==> src/rtl/beat_link_pkg.sv <==
package beat_link_pkg;
  localparam int unsigned DEF_WORD_W = 128;
  localparam int unsigned DEF_BEAT_W = 32;
  localparam int unsigned DEF_DIV    = 4;

  function automatic int unsigned lanes_of(input int unsigned word_w, input int unsigned beat_w);
    return word_w / beat_w;
  endfunction
endpackage

==> src/rtl/link_strobe_gen.sv <==
module link_strobe_gen #(
  parameter int unsigned DIV = 4
) (
  input  logic clk_i,
  input  logic rst_ni,
  output logic strobe_o
);
  localparam int unsigned CNT_W = (DIV > 2) ? $clog2(DIV) : 1;
  localparam logic [CNT_W-1:0] LAST = CNT_W'(DIV - 1);

  logic [CNT_W-1:0] cnt_q;

  always_ff @(posedge clk_i or negedge rst_ni) begin
    if (!rst_ni)            cnt_q <= '0;
    else if (cnt_q == LAST) cnt_q <= '0;
    else                    cnt_q <= cnt_q + 1'b1;
  end

  assign strobe_o = (cnt_q == LAST);

  // never two strobes back to back
  p_strobe_gap_r1: assert property (@(posedge clk_i) disable iff (!rst_ni)
    strobe_o |=> !strobe_o);
endmodule

==> src/rtl/link_tx_serializer.sv <==
module link_tx_serializer #(
  parameter int unsigned WORD_W = 128,
  parameter int unsigned BEAT_W = 32
) (
  input  logic                                      clk_i,
  input  logic                                      rst_ni,
  input  logic                                      link_en_i,
  input  logic [WORD_W-1:0]                         req_data_i,
  input  logic                                      req_valid_i,
  output logic                                      req_ready_o,
  output logic [BEAT_W-1:0]                         beat_o,
  output logic                                      valid_o,
  output logic [$clog2(WORD_W/BEAT_W)-1:0]          idx_o,
  output logic                                      last_o
);
  localparam int unsigned BEATS = WORD_W / BEAT_W;
  localparam int unsigned IDX_W = $clog2(BEATS);
  localparam logic [IDX_W-1:0] LAST_IDX = IDX_W'(BEATS - 1);

  logic              busy_q, done_q;
  logic [WORD_W-1:0] word_q;
  logic [IDX_W-1:0]  cnt_q;
  logic [BEAT_W-1:0] beat_q;
  logic              vld_q, last_q;
  logic [IDX_W-1:0]  idx_q;

  always_ff @(posedge clk_i or negedge rst_ni) begin
    if (!rst_ni) begin
      busy_q <= 1'b0;
      done_q <= 1'b0;
      word_q <= '0;
      cnt_q  <= '0;
      beat_q <= '0;
      vld_q  <= 1'b0;
      last_q <= 1'b0;
      idx_q  <= '0;
    end else if (!busy_q) begin
      if (req_valid_i) begin
        word_q <= req_data_i;
        busy_q <= 1'b1;
        done_q <= 1'b0;
        cnt_q  <= '0;
      end
    end else if (link_en_i) begin
      if (!done_q) begin
        beat_q <= word_q[int'(cnt_q)*BEAT_W +: BEAT_W];
        idx_q  <= cnt_q;
        last_q <= (cnt_q == LAST_IDX);
        vld_q  <= 1'b1;
        cnt_q  <= cnt_q + 1'b1;
        if (cnt_q == LAST_IDX) done_q <= 1'b1;
      end else begin
        // link period of the last beat is over
        vld_q  <= 1'b0;
        last_q <= 1'b0;
        busy_q <= 1'b0;
        done_q <= 1'b0;
      end
    end
  end

  assign req_ready_o = !busy_q;
  assign beat_o      = beat_q;
  assign valid_o     = vld_q;
  assign idx_o       = idx_q;
  assign last_o      = last_q;

  p_accept_hold_r2: assert property (@(posedge clk_i) disable iff (!rst_ni)
    (req_valid_i && req_ready_o) |=> !req_ready_o);

  p_idx_step_r3: assert property (@(posedge clk_i) disable iff (!rst_ni)
    (valid_o && !last_o && link_en_i) |=> (valid_o && idx_o == IDX_W'($past(idx_o) + 1'b1)));

  p_last_lane_r4: assert property (@(posedge clk_i) disable iff (!rst_ni)
    (valid_o && last_o) |-> (idx_o == LAST_IDX));

  p_hold_between_r5: assert property (@(posedge clk_i) disable iff (!rst_ni)
    !link_en_i |=> ($stable(beat_o) && $stable(idx_o) && $stable(valid_o)));
endmodule

==> src/rtl/link_rx_assembler.sv <==
module link_rx_assembler #(
  parameter int unsigned WORD_W = 128,
  parameter int unsigned BEAT_W = 32
) (
  input  logic                               clk_i,
  input  logic                               rst_ni,
  input  logic                               link_en_i,
  input  logic [BEAT_W-1:0]                  beat_i,
  input  logic                               valid_i,
  input  logic [$clog2(WORD_W/BEAT_W)-1:0]   idx_i,
  output logic [WORD_W-1:0]                  data_o,
  output logic                               rsp_valid_o,
  output logic                               err_o
);
  localparam int unsigned BEATS = WORD_W / BEAT_W;
  localparam int unsigned IDX_W = $clog2(BEATS);
  localparam logic [IDX_W-1:0] LAST_IDX = IDX_W'(BEATS - 1);

  logic [WORD_W-1:0] asm_q, merged, data_q;
  logic [IDX_W-1:0]  exp_q;
  logic              rv_q, err_q;
  logic              take;

  assign take = link_en_i && valid_i;

  for (genvar l = 0; l < BEATS; l++) begin : g_lane
    assign merged[l*BEAT_W +: BEAT_W] = (idx_i == IDX_W'(l)) ? beat_i : asm_q[l*BEAT_W +: BEAT_W];
  end

  always_ff @(posedge clk_i or negedge rst_ni) begin
    if (!rst_ni) begin
      asm_q  <= '0;
      data_q <= '0;
      exp_q  <= '0;
      rv_q   <= 1'b0;
      err_q  <= 1'b0;
    end else begin
      rv_q <= 1'b0;
      if (take) begin
        asm_q <= merged;
        exp_q <= idx_i + 1'b1;
        if (idx_i != exp_q) err_q <= 1'b1;
        if (idx_i == LAST_IDX) begin
          data_q <= merged;
          rv_q   <= 1'b1;
        end
      end
    end
  end

  assign data_o      = data_q;
  assign rsp_valid_o = rv_q;
  assign err_o       = err_q;

  p_rsp_on_strobe_r6: assert property (@(posedge clk_i) disable iff (!rst_ni)
    rsp_valid_o |-> $past(link_en_i && valid_i));

  p_rsp_pulse_r7: assert property (@(posedge clk_i) disable iff (!rst_ni)
    rsp_valid_o |=> !rsp_valid_o);

  p_rsp_data_hold_r7: assert property (@(posedge clk_i) disable iff (!rst_ni)
    !rsp_valid_o |=> (rsp_valid_o || $stable(data_o)));

  p_err_sticky_r8: assert property (@(posedge clk_i) disable iff (!rst_ni)
    err_o |=> err_o);
endmodule

==> src/rtl/beat_link_bridge.sv <==
module beat_link_bridge
  import beat_link_pkg::*;
#(
  parameter int unsigned WORD_W = DEF_WORD_W,
  parameter int unsigned BEAT_W = DEF_BEAT_W,
  parameter int unsigned DIV    = DEF_DIV
) (
  input  logic                                    clk_i,
  input  logic                                    rst_ni,
  input  logic [WORD_W-1:0]                       req_data_i,
  input  logic                                    req_valid_i,
  output logic                                    req_ready_o,
  output logic                                    link_en_o,
  output logic [BEAT_W-1:0]                       tx_beat_o,
  output logic                                    tx_valid_o,
  output logic [$clog2(WORD_W/BEAT_W)-1:0]        tx_idx_o,
  output logic                                    tx_last_o,
  input  logic [BEAT_W-1:0]                       rx_beat_i,
  input  logic                                    rx_valid_i,
  input  logic [$clog2(WORD_W/BEAT_W)-1:0]        rx_idx_i,
  output logic [WORD_W-1:0]                       rsp_data_o,
  output logic                                    rsp_valid_o,
  output logic                                    rx_err_o
);
  localparam int unsigned BEATS = lanes_of(WORD_W, BEAT_W);

  logic strobe;

  link_strobe_gen #(.DIV(DIV)) i_strobe (
    .clk_i    (clk_i),
    .rst_ni   (rst_ni),
    .strobe_o (strobe)
  );

  link_tx_serializer #(.WORD_W(WORD_W), .BEAT_W(BEAT_W)) i_tx (
    .clk_i       (clk_i),
    .rst_ni      (rst_ni),
    .link_en_i   (strobe),
    .req_data_i  (req_data_i),
    .req_valid_i (req_valid_i),
    .req_ready_o (req_ready_o),
    .beat_o      (tx_beat_o),
    .valid_o     (tx_valid_o),
    .idx_o       (tx_idx_o),
    .last_o      (tx_last_o)
  );

  link_rx_assembler #(.WORD_W(WORD_W), .BEAT_W(BEAT_W)) i_rx (
    .clk_i       (clk_i),
    .rst_ni      (rst_ni),
    .link_en_i   (strobe),
    .beat_i      (rx_beat_i),
    .valid_i     (rx_valid_i),
    .idx_i       (rx_idx_i),
    .data_o      (rsp_data_o),
    .rsp_valid_o (rsp_valid_o),
    .err_o       (rx_err_o)
  );

  assign link_en_o = strobe;

  // reset state observed right after release
  p_idle_after_reset_r9: assert property (@(posedge clk_i) disable iff (!rst_ni)
    $rose(rst_ni) |-> (req_ready_o && !tx_valid_o && !rsp_valid_o && !rx_err_o));

  initial begin
    assert (BEATS * BEAT_W == WORD_W);
    assert (DIV >= 2);
  end
endmodule

==> config.mk <==
export PLATFORM = sky130hd
export DESIGN_NAME = beat_link_bridge
export DESIGN_NICKNAME = d
export VERILOG_FILES = /design/src/rtl/beat_link_pkg.sv /design/src/rtl/link_strobe_gen.sv /design/src/rtl/link_tx_serializer.sv /design/src/rtl/link_rx_assembler.sv /design/src/rtl/beat_link_bridge.sv
export SDC_FILE = /design/constraint.sdc
export NUM_CORES = 1
export LEC_CHECK = 0
export ABC_AREA = 0
export BUFFER_PORTS_ARGS = -buffer_cell sky130_fd_sc_hd__buf_2
export CAP_MARGIN = 20
export CORE_MARGIN = 4
export CORE_UTILIZATION = 45
export DETAILED_ROUTE_END_ITERATION = 7
export PLACE_DENSITY = 0.68
export SYNTH_ARGS = -nofsm -noshare
export SYNTH_HDL_FRONTEND = slang
export SYNTH_SLANG_ARGS = --single-unit
==> constraint.sdc <==
create_clock -name clk_i -period 3.9 [get_ports clk_i]
set_input_delay 0.78 -clock clk_i [delete_from_list [all_inputs] [get_ports clk_i]]
set_output_delay 0.78 -clock clk_i [all_outputs]
set_load 0.05 [all_outputs]
## Word level (Yosys, flattened, before mapping)

Index checks and enable logic that the tools add are counted.

- Register bits: 430
- Output and inout port bits: 168
- Input port bits: 166
- Word-level logic and storage cells: 60

- Equality and inequality tests: 8
- Add/sub/neg operators: 3
- Bitwise logic cells: 2
- Shift-type cells: 1
- Reductions and logical operators: 11
- Multiplexer cells: 21

Operators with widths:

| operator | count |
|---|---|
| $mux 32 | 4 |
| $shiftx 128x8->32 | 1 |
| $mux 1 | 12 |
| $mux 2 | 5 |
| $reduce_and 2->1 | 5 |
| $eq 2x2->1 const B | 4 |
| $add 2x1->2 const B | 3 |
| $reduce_and 3->1 | 2 |
| $eq 2x1->1 const B | 1 |
| $logic_not 2->1 | 1 |
| $ne 2x1->1 const B | 1 |
| $ne 2x2->1 | 1 |
| $ne 2x2->1 const B | 1 |
| $not 1->1 | 2 |
| $reduce_bool 2->1 | 1 |
| $logic_and 1x1->1 | 1 |
| $logic_not 1->1 | 1 |

## Logic depth before layout (Yosys ltp)

- Depth in word-level cells: 5
- Depth in mapped cells: 8

## By module

A second synthesis with hierarchy kept.

- Cell total of the unflattened synthesis: 1,537
- Area, all modules: 16,758.6 um2

By module, submodules not included:

| module | cells an instance | sequential area each (um2) | instances | area each (um2) |
|---|---|---|---|---|
| link_rx_assembler | 778 | 5,705.5 | 1 | 9,406.5 |
| link_tx_serializer | 755 | 4,204.0 | 1 | 7,285.7 |
| link_strobe_gen | 4 | 50.0 | 1 | 66.3 |

## Least setup slack after synthesis

Ideal clock, no wire load.

- Path type: input-to-reg
- From: input port rx_idx_i[0]
- To: register i_rx.asm_q[10]
- Required time: 3,775 ps
- Data arrival time: 1,832 ps
- Setup slack: 1,943 ps
- Cell stages on the path: 6
- Cell sequence: inv_1 -> ha_1 -> buf_2 -> nand3_1 -> buf_2 -> mux2_2

- Word-level cells in the longest chain between the ends: 2

RTL lines:

| what | RTL line | source |
|---|---|---|
| start, declared | beat_link_bridge.sv:20 | `input logic [$clog2(WORD_W/BEAT_W)-1:0] rx_idx_i,` |
| $logic_not 2->1 | link_rx_assembler.sv:27 | `assign merged[l*BEAT_W +: BEAT_W] = (idx_i == IDX_W'(l)) ? beat_i : asm_q[l*BEAT_W +: BEAT_W];` |
| $mux 32 | link_rx_assembler.sv:27 |  |
| end signal, assigned | link_rx_assembler.sv:40 | `asm_q <= merged;` |
| end, declared | link_rx_assembler.sv:19 | `logic [WORD_W-1:0] asm_q, merged, data_q;` |

No other way between the ends.
A chain may end at the register's enable or synchronous reset.

## Worst setup path after layout

- From: register i_strobe.cnt_q[0]
- To: register i_rx.data_q[126], in the netlist i_rx.data_o[126]

- Word-level cells in the longest chain between the ends: 3

RTL lines:

| what | RTL line | source |
|---|---|---|
| start, declared | link_strobe_gen.sv:11 | `logic [CNT_W-1:0] cnt_q;` |
| start signal, assigned | link_strobe_gen.sv:16 | `else cnt_q <= cnt_q + 1'b1;` |
| $eq 2x2->1 | link_strobe_gen.sv:19 | `assign strobe_o = (cnt_q == LAST);` |
| $logic_and 1x1->1 | link_rx_assembler.sv:24 | `assign take = link_en_i && valid_i;` |
| $reduce_and 2->1 (no source line) | n/a |  |
| end signal, assigned | link_rx_assembler.sv:44 | `data_q <= merged;` |
| end, declared | link_rx_assembler.sv:19 |  |

No other way between the ends.

==> run summary <==
CTS max path bufs: 3
Async SR Flop Fraction: 100%
dpl hpwl: 27.6 mm
xor and xnor area share after synthesis: 0.106%
Area contributors post-synth: dfrtp_1 60%, nand2_1 14%, mux2i_1 9.7%
worst r2r path cells: 5
fin nets: 2009
Cell variety after synth: 26
ratio of cells with drive above 1 in the final layout: 28.2%
CP Max Fanout: 62
kind of critical path: register to register
multiplexer share of the synthesized area: 16.4%
WL final: 41.6 mm
H-tree depth: 2
fin crit share: 66.2%
fin area: 0.0199 sq mm
Via density: 5.14
placed insts: 2260
final setup fails: 0
maxcap violations: 0
Die Wd: 200 um
Met3 Routed Length: 3.29 mm
Post-Synth Simple-Gate Area: 14.4%
post-layout util: 54.6%
I/O Buffers: 333
Psw: 5.07 mW
ys flop type: dfrtp_1
CTS tree: built
Top Layer Used: met5
clock power share: 28.4%
I/O pins: 334
total track usage: 20.5%
pwr dens: 701 mW/mm^2
internal power: 8.91 mW
Reg-to-Reg Start: i_strobe.cnt_q[0]
power consumption: 14.0 mW
Comb pwr share: 28.4%
area of the die: 0.0400 sq mm
DRC errors left: 0
post-synthesis sequential area ratio: 60.0%
Syn Nets: 1708
worst min-delay path class: input pin to async pin
Crit. End Element: register
vias in the first global route: 12200
CP arrival: 3.07 ns
Adder-Cell Fraction of Synth Area: 0.528%
Num CTS Buffers: 42
routed wl met2: 19.4 mm
Post-synth EDFFs: 0
Area Growth Syn to Fin: 20.1%
Critical Path Start: i_strobe.cnt_q[0]
Fmax: 387 MHz
Worst setup endpoint: i_rx.data_o[126]
CTS resizes: 0
setup TNS: 0 ns
wire per inst: 17.8 um
Max IR drop VDD: 387 uV
wire length of the first global-routing pass: 65.7 mm
final worst slack: 1.32 ns
pre-CTS WS: 1.19 ns
largest family of logic cells by synthesized area: multiplexers
final worst path period need: 2.58 ns
Clk pin slew, worst setup/hold paths: 0.06 ns
Post-Syn Area per Cell: 10.8 sq um
Die Height: 200 um
core area: 0.0365 sq mm
worst hold slack: 0.191 ns
GPL Wtd Cong: 0.852
TritonCTS sink count: 398
share of the synthesized area in the top cell type: 60.0%
Detailed Routing Iterations Pass 1: 5
Synth Register Bits: 398
max_slew headroom: 30.4%
Net Sw Frac: 36.2%
FILL cells: 3248
RSZ-0062 raised after global routing: false
Post-Synthesis Cells: 1535
ANT nets after route: 0
status: finished clean
Rows: 70
top-count cell post-synth: nand2_1
LEAKAGE: 10.4 nW
register-to-register path setup slack: 1.32 ns
Starting Density: 45.4%
Vias: 12000
# hold bufs at CTS: 0
Reg power frac: 43.2%
largest area contributor in the synthesized netlist: dfrtp_1
Pins Over Slew Limit: 0
CP Launch Type: register
Post-CTS Repair Setup Buffers: 0
routed length on met1: 17.6 mm
initial antenna violation count: 6
Area after DPL: 0.0186 sq mm
largest net degree at the start of global routing: 100
Root Buffer: clkbuf_16
Initial DRC Count: 604
Worst R2R End: i_rx.data_o[126]
Worst Path Required: 4.39 ns
Worst Skew: 0.00971 ns
synth cell count leaders: 616 x nand2_1, 398 x dfrtp_1, 161 x mux2i_1, 99 x mux2_2, 99 x o21ai_0
gr ovfl total: 0
Post-Layout Cell Count: 2337
Synth Area in Compound Gates: 4.82%
worst-skew pair later-pin latency: 0.55 ns
number of synthesis warnings: 0
endpoints failing hold: 0
Syn Std Cell Area: 0.0166 sq mm
Least-Margin Pin Slew: 1.04 ns
[layer usage]
metal / vias to the layer above / GRT usage, %
met5: - / 0
met2: 344 / 32.3
met1: 5902 / 27.7
met4: 10 / 7.22
met3: 84 / 5.66
li1: 5678 / -
[kinds of logic (layout without fill, tap and decap cells)]
family | Yosys count | after routing
AND/OR/NAND/NOR | 631 | 631
flip-flops | 398 | 398
multiplexers | 260 | 260
AO/OA/AOI/OAI | 134 | 134
buffers and inverters | 103 | 436
adder cells (fa/ha/maj) | 7 | 7
XOR/XNOR | 2 | 2
other | 0 | 1
[registers in the layout, indices dropped and copies added (netlist names)]
| name | count |
|---|---|
| i_tx.last_o | 1 |
| i_tx.cnt_q | 2 |
| i_tx.busy_q | 1 |
| i_tx.valid_o | 1 |
| i_tx.beat_o | 32 |
| i_strobe.cnt_q | 2 |
| i_rx.asm_q | 96 |
| i_tx.idx_o | 2 |
| i_rx.exp_q | 2 |
| i_tx.done_q | 1 |
| i_rx.rsp_valid_o | 1 |
| i_rx.data_o | 128 |
| i_tx.word_q | 128 |
| i_rx.err_o | 1 |
[cell type report]
cell class / instances / area [sq um] / area share (%)
antenna: 1 / 2.50 / 0.0126
timing repair buffer: 355 / 1920 / 9.62
clock buffer: 67 / 1250 / 6.25
sequential: 398 / 9960 / 50.0
clock inverter: 9 / 120 / 0.603
tap: 468 / 586 / 2.94
multi-input combinational: 1034 / 6080 / 30.5
inverter: 5 / 18.8 / 0.0942
[worst min path at each step]
stage                       from           endpoint  slack [ns]  cells after the start
3_3_place_gp   i_strobe.cnt_q[0]  i_strobe.cnt_q[0]        0.44                      1
5_1_grt                   rst_ni    i_tx.word_q[36]        0.24                      1
3_5_place_dp    i_rx.data_o[111]   i_rx.data_o[111]        0.46                      2
4_1_cts                   rst_ni    i_tx.word_q[36]        0.23                      1
6_report                  rst_ni    i_tx.word_q[36]        0.19                      1
2_1_floorplan  i_strobe.cnt_q[0]  i_strobe.cnt_q[0]        0.43                      1
[layout by cell type, fill, tap and decap left out, drive strengths merged, types with 3 or more instances in the layout]
| cell type | netlist | final |
|---|---|---|
| o21ai | 99 | 99 |
| ha | 7 | 7 |
| buf | 80 | 355 |
| nand3 | 6 | 6 |
| o221ai | 32 | 32 |
| clkinv | 0 | 3 |
| mux2i | 161 | 161 |
| nand2 | 616 | 616 |
| inv | 5 | 8 |
| clkbuf | 18 | 67 |
| dfrtp | 398 | 398 |
| mux2 | 99 | 99 |
[critical path, cell delays in order (launching register included)]
cell and delay, ns:
dfrtp_1 0.37, ha_1 0.51, nand3_4 0.64, inv_2 0.76, nand2_1 0.13, nand2_1 0.08
[power by group through the flow]
stage	combinational, mW	sequential, mW	clock [mW]
3_5_place_dp	4.00	6.10	0
5_1_grt	4.36	6.19	4.26
4_1_cts	4.02	6.04	4.08
6_report	3.97	6.04	3.97
2_1_floorplan	1.75	7.17	0
3_3_place_gp	3.92	6.05	0
No activity file was read; power rests on OpenSTA's default activity.
